File: config.mk
export PLATFORM = sky130hd
export DESIGN_NAME = gpio_ed_top
export DESIGN_NICKNAME = d
export VERILOG_FILES = /design/src/rtl/gpio_ed_pkg.sv /design/src/rtl/gpio_ed_rstsync.sv /design/src/rtl/gpio_ed_sync.sv /design/src/rtl/gpio_ed_bank.sv /design/src/rtl/gpio_ed_irq.sv /design/src/rtl/gpio_ed_top.sv
export SDC_FILE = /design/constraint.sdc
export NUM_CORES = 1
export LEC_CHECK = 0
export ABC_AREA = 1
export BUFFER_PORTS_ARGS = -buffer_cell sky130_fd_sc_hd__buf_2
export CORE_AREA = 2 2 302 304
export DETAILED_ROUTE_END_ITERATION = 12
export DIE_AREA = 0 0 304 306
export PLACE_DENSITY = 0.41
export REMOVE_ABC_BUFFERS = 1
export SLEW_MARGIN = 20
export SYNTH_ARGS = -nofsm -noshare
export SYNTH_HDL_FRONTEND = slang
export SYNTH_SLANG_ARGS = --single-unit
File: constraint.sdc
create_clock -name clk -period 17.4 [get_ports clk]
set_input_delay 1.74 -clock clk [delete_from_list [all_inputs] [get_ports clk]]
set_output_delay 1.74 -clock clk [all_outputs]
set_load 0.005 [all_outputs]
File: src/rtl/gpio_ed_pkg.sv
package gpio_ed_pkg;
  localparam int unsigned BANK_W = 32;

  // fixed wake-eligibility mask, repeating every four banks
  function automatic logic [31:0] wake_mask(input int unsigned bank);
    logic [31:0] m;
    case (bank % 4)
      0:       m = 32'h8003_FE1B;
      1:       m = 32'h0020_01FC;
      2:       m = 32'hEC08_0000;
      default: m = 32'h0012_007F;
    endcase
    return m;
  endfunction
endpackage

File: src/rtl/gpio_ed_rstsync.sv
module gpio_ed_rstsync (
  input  logic clk,
  input  logic rst_n,
  output logic rst_n_s
);
  logic [1:0] sh_q;

  always_ff @(posedge clk or negedge rst_n) begin
    if (!rst_n) sh_q <= 2'b00;
    else        sh_q <= {sh_q[0], 1'b1};
  end

  assign rst_n_s = sh_q[1];
endmodule

File: src/rtl/gpio_ed_sync.sv
module gpio_ed_sync #(
  parameter int unsigned N = 32
) (
  input  logic         clk,
  input  logic         rst_n,
  input  logic [N-1:0] d,
  output logic [N-1:0] q
);
  logic [N-1:0] s1_q, s2_q;

  always_ff @(posedge clk or negedge rst_n) begin
    if (!rst_n) begin
      s1_q <= '0;
      s2_q <= '0;
    end else begin
      s1_q <= d;
      s2_q <= s1_q;
    end
  end

  assign q = s2_q;
endmodule

File: src/rtl/gpio_ed_bank.sv
module gpio_ed_bank
  import gpio_ed_pkg::*;
#(
  parameter int unsigned W     = 32,
  parameter int unsigned BANK  = 0,
  parameter int unsigned LINES = 128
) (
  input  logic         clk,
  input  logic         rst_n,
  input  logic [W-1:0] lvl,
  input  logic [W-1:0] dir,
  input  logic [W-1:0] rise_en,
  input  logic [W-1:0] fall_en,
  input  logic         clr_we,
  input  logic [W-1:0] clr_data,
  output logic [W-1:0] status,
  output logic         wake_hit
);
  localparam logic [W-1:0] WMASK = W'(wake_mask(BANK));

  logic [W-1:0] valid;
  logic [W-1:0] prev_q;
  logic [W-1:0] st_q, st_d;
  logic [W-1:0] rise_ev, fall_ev, set_v, clr_v;
  logic         st_en;

  for (genvar i = 0; i < W; i++) begin : g_valid
    assign valid[i] = ((BANK * W + i) < LINES) ? 1'b1 : 1'b0;
  end

  always_comb begin
    rise_ev  = lvl & ~prev_q & rise_en & ~dir & valid;
    fall_ev  = ~lvl & prev_q & fall_en & ~dir & valid;
    set_v    = rise_ev | fall_ev;
    clr_v    = clr_we ? clr_data : '0;
    // a fresh edge overrides a simultaneous clear
    st_d     = (st_q & ~clr_v) | set_v;
    st_en    = clr_we | (|set_v);
    wake_hit = |((lvl ^ prev_q) & ~dir & valid & WMASK);
  end

  always_ff @(posedge clk or negedge rst_n) begin
    if (!rst_n) begin
      prev_q <= '0;
      st_q   <= '0;
    end else begin
      prev_q <= lvl;
      if (st_en) st_q <= st_d;
    end
  end

  assign status = st_q;
endmodule

File: src/rtl/gpio_ed_irq.sv
module gpio_ed_irq #(
  parameter int unsigned NB = 4,
  parameter int unsigned W  = 32
) (
  input  logic            clk,
  input  logic            rst_n,
  input  logic [NB*W-1:0] status_all,
  input  logic [NB-1:0]   wake_hit,
  input  logic            halted,
  output logic            irq_pin0,
  output logic            irq_pin1,
  output logic            irq_shared,
  output logic            wake
);
  logic i0_d, i1_d, ix_d, wk_d;
  logic i0_q, i1_q, ix_q, wk_q;

  always_comb begin
    i0_d = status_all[0];
    i1_d = status_all[1];
    ix_d = |status_all[NB*W-1:2];
    wk_d = halted & (|wake_hit);
  end

  always_ff @(posedge clk or negedge rst_n) begin
    if (!rst_n) begin
      i0_q <= 1'b0;
      i1_q <= 1'b0;
      ix_q <= 1'b0;
      wk_q <= 1'b0;
    end else begin
      i0_q <= i0_d;
      i1_q <= i1_d;
      ix_q <= ix_d;
      wk_q <= wk_d;
    end
  end

  assign irq_pin0   = i0_q;
  assign irq_pin1   = i1_q;
  assign irq_shared = ix_q;
  assign wake       = wk_q;
endmodule

File: src/rtl/gpio_ed_top.sv
module gpio_ed_top
  import gpio_ed_pkg::*;
#(
  parameter int unsigned NUM_BANKS = 4,
  parameter int unsigned LINES     = 128
) (
  input  logic                        clk,
  input  logic                        rst_n,
  input  logic [NUM_BANKS*BANK_W-1:0] pin_async,
  input  logic [NUM_BANKS*BANK_W-1:0] dir,
  input  logic [NUM_BANKS*BANK_W-1:0] rise_en,
  input  logic [NUM_BANKS*BANK_W-1:0] fall_en,
  input  logic [NUM_BANKS-1:0]        clr_we,
  input  logic [NUM_BANKS*BANK_W-1:0] clr_data,
  input  logic                        halted,
  output logic [NUM_BANKS*BANK_W-1:0] status,
  output logic                        irq_pin0,
  output logic                        irq_pin1,
  output logic                        irq_shared,
  output logic                        wake
);
  localparam int unsigned W    = BANK_W;
  localparam int unsigned NPIN = NUM_BANKS * W;

  logic            rst_n_s;
  logic [NPIN-1:0] lvl;
  logic [NUM_BANKS-1:0] wake_hit;

  gpio_ed_rstsync u_rst (
    .clk     (clk),
    .rst_n   (rst_n),
    .rst_n_s (rst_n_s)
  );

  gpio_ed_sync #(.N(NPIN)) u_sync (
    .clk   (clk),
    .rst_n (rst_n_s),
    .d     (pin_async),
    .q     (lvl)
  );

  for (genvar b = 0; b < NUM_BANKS; b++) begin : g_bank
    gpio_ed_bank #(.W(W), .BANK(b), .LINES(LINES)) u_bank (
      .clk      (clk),
      .rst_n    (rst_n_s),
      .lvl      (lvl[b*W +: W]),
      .dir      (dir[b*W +: W]),
      .rise_en  (rise_en[b*W +: W]),
      .fall_en  (fall_en[b*W +: W]),
      .clr_we   (clr_we[b]),
      .clr_data (clr_data[b*W +: W]),
      .status   (status[b*W +: W]),
      .wake_hit (wake_hit[b])
    );
  end

  gpio_ed_irq #(.NB(NUM_BANKS), .W(W)) u_irq (
    .clk        (clk),
    .rst_n      (rst_n_s),
    .status_all (status),
    .wake_hit   (wake_hit),
    .halted     (halted),
    .irq_pin0   (irq_pin0),
    .irq_pin1   (irq_pin1),
    .irq_shared (irq_shared),
    .wake       (wake)
  );
endmodule

==> flow_summary.ini, run 1 <==
[status]
status = finished clean

[final_layout]
multi_input_area_um2 = 4781
utilization_pct = 29.07
fillers = 9453
syn_to_final_growth_pct = 39.73
ff_latch_area_um2 = 12970
drive_above_1_share_pct = 36.24
nets = 3131

[global_routing]
antenna_found_initial = 37
first_global_vias = 15878
grt_usage_pct = 13.85
overflow = 0
grt_max_degree = 164
grt_pass1_wl_um = 97940

[synth]
syn_avg_cell_area_um2 = 11.81
yosysUniqueCellTypes = 17
synth_area_um2 = 18640
synth_cells = 1578
ys_warn_count = 0
ys_ff_latch = 518
ys_seq_area_share_pct = 69.55

[clock_network]
ctsResizeCount = 0
path_clk_slew_ns = 0.06
cts_made_buffers = 58
insertion_delay_ns = 0.60
cts.path.max_buffers = 3
holdBufCountCts = 0
cts_tree = built
cts.sinks = 518
cts-root-buf = clkbuf_16
h-tree-depth = 2
cts_setup_buffers = 0

[setup_path]
crit_chain = buf_16, buf_4, buf_4, buf_4
critPathMaxFanout = 75
cp.arrival_ns = 4.07
worst_r2r_path_depth = 4
crit_top_cell = buf_4
slowest_delay_ns = 0.79
cp.required_ns = 18.02
critical_path_class = register to asynchronous set/reset pin
cp-end-kind = asynchronous set/reset pin
cp-start-kind = register
slowest_stage = buf_4

[pwr]
cellPowerDensity_nw_per_um2 = 112.7
p_leak_nw = 13.35
ir_drop_mv = 0.06873

[routing]
drc = 0
vias = 14472
firstDrtPassIters = 5
drt-wirelength-per-cell_um = 18.04
wl_um = 65890
postRouteAntennaNets = 0
via_per_inst = 3.962
drtIter0Drc = 839

[placed_design]
dp_hpwl_um = 53110
portBuffers = 778
gp_congestion = 0.9001

[run]
drv_cap = 0

[sta]
hold_viol = 0
min_period_over_period_pct = 19.85
max_clock_freq_mhz = 289.6
slew_headroom_pct = 33.33
slew_viol_final = 0
rsz0062_at_grt = no
finalSetupTns_ns = 0
worst-slew-pin-transition_ns = 1.000
final-setup-viol-count = 0
fin_crit_ns = 3.453
finalClockSkew_ns = 0.01123

[floorplan]
num_rows = 110
die_h_um = 306
io_pins = 779
initial_utilization_pct = 20.80
core_area_um2 = 89600
die_x_um = 304
dieArea_um2 = 93020

[hold_path]
hp-class = register to asynchronous set/reset pin
==> flip-flops by register name (all words and copies together), names as in the netlist <==
| register | count |
|---|---|
| u_irq.irq_pin0 | 1 |
| u_irq.irq_pin1 | 1 |
| u_rst.sh_q | 2 |
| u_sync.s1_q | 128 |
| u_irq.wake | 1 |
| g_bank.u_bank.prev_q | 128 |
| u_sync.q | 128 |
| g_bank.u_bank.status | 128 |
| u_irq.irq_shared | 1 |
==> routing by layer <==
metal  GRT usage, %  up-vias  part of all wire (%)
met5              0        -                  0.26
met4          4.883       30                   2.7
met3          3.802      125                   6.9
met2          24.01      494                    50
met1          16.45     6981                    40
li1               -     6842                     -
==> critical path, delay by kind of cell (launching register included) <==
family | cells | cell delay, ns
flops | 1 | 0.69
buf+inv | 4 | 2.64
==> final timing paths <==
path | from | endpoint | slack, ns
worst max-delay path | u_rst.sh_q[1]$_DFF_PN0_ | u_sync.q[85]$_DFF_PN0_ | 13.95
worst min-delay path | u_rst.sh_q[1]$_DFF_PN0_ | u_sync.s1_q[8]$_DFF_PN0_ | 0.27
worst max register to register | u_rst.sh_q[1]$_DFF_PN0_ | u_sync.q[85]$_DFF_PN0_ | 13.95
worst min register to register | u_rst.sh_q[1]$_DFF_PN0_ | u_sync.s1_q[8]$_DFF_PN0_ | 0.27
max in group clk | g_bank[2].u_bank.status[27]$_DFFE_PN0P_ | status[91] | 14.43
min in group clk | u_sync.s1_q[76]$_DFF_PN0_ | u_sync.q[76]$_DFF_PN0_ | 0.34
==> layout make-up <==
type	instances	area share [%]
antenna	21	0.2018
timing repair buffer	784	15.26
clock buffer	80	6.510
inverter	206	2.969
sequential	518	49.79
tap	1176	5.650
clock inverter	26	1.259
multi-input combinational	842	18.36
==> cell families (layout without fill, tap and decap cells) <==
kind of cell | Yosys count | after routing | share of synthesized area, %
AND/OR/NAND/NOR | 425 | 425 | 8.962
other | 1 | 22 | 0.02012
adder cells (fa/ha/maj) | 74 | 74 | 4.968
AO/OA/AOI/OAI | 342 | 342 | 11.70
flip-flops | 518 | 518 | 69.55
buffers and inverters | 218 | 1096 | 4.800
==> cells in the mapped netlist <==
| cell type | count | area (um2) |
|---|---|---|
| a22o_1 | 125 | 1095 |
| or2_0 | 1 | 6.260 |
| or2_2 | 6 | 37.54 |
| ha_1 | 74 | 925.9 |
| nand3_1 | 16 | 80.08 |
| a21oi_1 | 91 | 455.4 |
| buf_4 | 2 | 15.01 |
| nand4_1 | 14 | 87.58 |
| buf_6 | 9 | 101.4 |
| nor2_1 | 208 | 780.8 |
| nand2_1 | 179 | 671.9 |
| conb_1 | 1 | 3.750 |
| buf_2 | 1 | 5.000 |
| nor4_1 | 1 | 6.260 |
| inv_1 | 206 | 773.2 |
| o21ai_0 | 126 | 630.6 |
| dfrtp_1 | 518 | 12960 |
==> through the flow <==
step	hold WS, ns	power [mW]	std cells	area [um2]	setup slack (ns)
after global placement	0.3313	1.679	3525	23940	13.57
after global routing	0.3135	3.087	3648	26030	13.27
after CTS	0.3401	2.997	3631	25960	13.49
after floorplan	0.3312	1.480	1566	18520	1.893
after detailed placement	0.3347	1.683	3525	23940	13.51
final	0.2652	2.935	3653	26040	13.95
==> cells in the final DEF (no fill, tap or decap), drive strengths merged, types with 3 or more instances in the layout <==
cell,instances
diode,21
or2,7
ha,74
a21oi,91
a22o,125
nand4,14
nand3,16
dfrtp,518
clkinvlp,3
nand2,179
o21ai,126
clkinv,14
bufinv,7
buf,784
inv,208
clkbuf,80
nor2,208
==> report_power, final <==
part / leakage (nW) / internal (mW) / switching, mW
logic: 6.28 / 0.142 / 0.146
registers: 6.07 / 1.29 / 0.0701
clock network: 1.00 / 0.782 / 0.501
total: 13.3 / 2.22 / 0.717
(Power assumes the default switching activity.)
==> inputs of run 2 (changes only) <==
- PLACE_DENSITY: 0.41 -> 0.43
- clock period: 17.4 -> 2.8 ns (I/O delays scaled with it)
==> run 2 against run 1 <==
Against the previous run: combinational power rose to 9.0 times the previous value; design area grew 16%; worst setup slack got worse by 13 ns; global-route usage increased by 1.1 points; final cell count rose by 11%; hold slack worse by 0.20 ns; first-iteration DRC count shrank 7.4%; highest routed layer unchanged.
==> flow_summary.ini, run 2 (synthesized netlist as in run 1, its figures left out) <==
[status]
status = finished clean

[sta]
slew_headroom_pct = 42.12
hold_viol = 0
fin_crit_ns = 2.110
final-setup-viol-count = 0
min_period_over_period_pct = 75.35
worst-slew-pin-transition_ns = 0.8683
finalClockSkew_ns = 0.02489
slew_viol_final = 0
rsz0062_at_grt = no
max_clock_freq_mhz = 474.0
finalSetupTns_ns = 0

[pwr]
p_leak_nw = 15.18
swShare_pct = 24.85
cellPowerDensity_nw_per_um2 = 636.2
ir_drop_mv = 0.4173
finalPower_mw = 19.24
p_clk_share_pct = 42.7
internal-power_mw = 14.46
switchingPower_mw = 4.782
p_seq_share_pct = 43.9
p_comb_share_pct = 13.4

[floorplan]
die_h_um = 306
dieArea_um2 = 93020
core_area_um2 = 89600
num_rows = 110
io_pins = 779
initial_utilization_pct = 20.80
die_x_um = 304

[global_routing]
overflow = 0
grt_util_met3_pct = 3.677
grt_max_degree = 103
antenna_found_initial = 31
globalRoute.busiestLayer = met2
first_global_vias = 18200
use_met2_pct = 25.89
use_met1_pct = 17.67
grt_pass1_wl_um = 106800
grt_usage_pct = 14.99

[hold_path]
min_path_cells = 4
hp-class = input pin to register

[routing]
vias = 16419
drc = 0
postRouteAntennaNets = 0
via_per_inst = 4.033
firstDrtPassIters = 7
drtIter0Drc = 777
drt-wirelength-per-cell_um = 17.45
wl_um = 71040

[setup_path]
crit_family = simple AND/OR/NAND/NOR gates
cp.required_ns = 3.26
worst-path-stages = 6
crit_top_cell = nor2_1
worst_r2r_path_depth = 6
slowest_delay_ns = 0.45
critical_path_class = register to register
cp.arrival_ns = 2.57
cp-end-kind = register
critPathMaxFanout = 3
cp-start-kind = register
crit_chain = nor2_1, nand4_1, nor2_1, nand3_1, nor2_1, nand2_1
crit_buf_inv = 0
slowest_stage = nor2_1

[clock_network]
h-tree-depth = 2
cts_made_buffers = 59
cts_tree = built
cts.sinks = 518
path_clk_slew_ns = 0.06
cts.path.max_buffers = 3
insertion_delay_ns = 0.62
cts-root-buf = clkbuf_16
cts_setup_buffers = 0

[final_layout]
syn_to_final_growth_pct = 62.24
final_common_cell = buf_2
nets = 3550
drive_above_1_share_pct = 31.69
fillers = 9138
utilization_pct = 33.75
layout_common_cells = 778 x buf_2, 517 x dfrtp_1, 401 x dlygate4sd3_1

[placed_design]
dp_hpwl_um = 55380
gp_congestion = 0.9296
portBuffers = 778

[run]
drv_cap = 0
[run 2: cell types whose count changed in the layout (fill, tap and decap cells not counted), sizes merged]
cell         change
dlygate4sd3    +401
buf             +17
diode            -4
clkinv           +2
clkinvlp         +2
clkbuf           -1
inv              +1
[run 2: cell type report]
| cell class | count | area (um2) | share of cell area (%) |
|---|---|---|---|
| repair buffers | 1202 | 8130 | 26.89 |
| multi-input cells | 842 | 4781 | 15.81 |
| clock buffers | 79 | 1714 | 5.669 |
| diodes | 17 | 42.54 | 0.1407 |
| inverters | 206 | 773.2 | 2.557 |
| clock inverters | 31 | 360.3 | 1.192 |
| flip-flops and latches | 518 | 12970 | 42.88 |
| well taps | 1176 | 1471 | 4.866 |
[run 2: per-stage QoR]
stage	hold slack [ns]	cells	instance area [um2]	worst slack (ns)
2_1_floorplan	-0.01559	1566	18520	-12.71
4_1_cts	0.007184	4054	30200	0.5703
3_3_place_gp	0.06678	3543	24110	0.5487
3_5_place_dp	0.06607	3543	24110	0.5958
5_1_grt	0.04088	4071	30240	0.5624
6_report	0.06447	4071	30240	0.6903
[run 2: worst paths after layout]
| check | from | endpoint | slack [ns] |
|---|---|---|---|
| min in group asynchronous | u_rst.sh_q[1]$_DFF_PN0_ | u_sync.s1_q[2]$_DFF_PN0_ | 0.23 |
| worst max-delay path | g_bank[3].u_bank.status[31]$_DFFE_PN0P_ | u_irq.irq_shared$_DFF_PN0_ | 0.69 |
| worst min-delay path | fall_en[95] | g_bank[2].u_bank.status[31]$_DFFE_PN0P_ | 0.06 |
| max in group asynchronous | u_rst.sh_q[1]$_DFF_PN0_ | u_sync.q[59]$_DFF_PN0_ | 1.47 |
| worst max register to register | g_bank[3].u_bank.status[31]$_DFFE_PN0P_ | u_irq.irq_shared$_DFF_PN0_ | 0.69 |
| worst min register to register | u_rst.sh_q[1]$_DFF_PN0_ | u_sync.s1_q[2]$_DFF_PN0_ | 0.23 |
[run 2: layer usage]
metal | vias up | wire [um]
met4 | 18 | 2837
met2 | 618 | 35180
met5 | - | 120
met1 | 7921 | 28630
li1 | 7692 | -
met3 | 170 | 4267
[run 2: what timing repair did]
action / CTS / global route
hold buffers: 401 / 0
endpoints found under the hold margin: 258 / 0
resized for setup: 0 / 0
[run 2: worst reg2reg max path, cell delays in order (launching register included)]
cell and delay, ns:
dfrtp_1 0.42, nor2_1 0.23, nand4_1 0.18, nor2_1 0.36
nand3_1 0.22, nor2_1 0.45, nand2_1 0.10
[run 2: power by group through the flow]
| stage | combinational [mW] | clock [mW] | sequential [mW] |
|---|---|---|---|
| after floorplan | 0.597 | 0 | 8.60 |
| after global placement | 1.93 | 0 | 8.56 |
| after detailed placement | 1.92 | 0 | 8.59 |
| after CTS | 2.62 | 8.54 | 8.45 |
| after global routing | 2.86 | 8.83 | 8.52 |
| final | 2.58 | 8.21 | 8.45 |
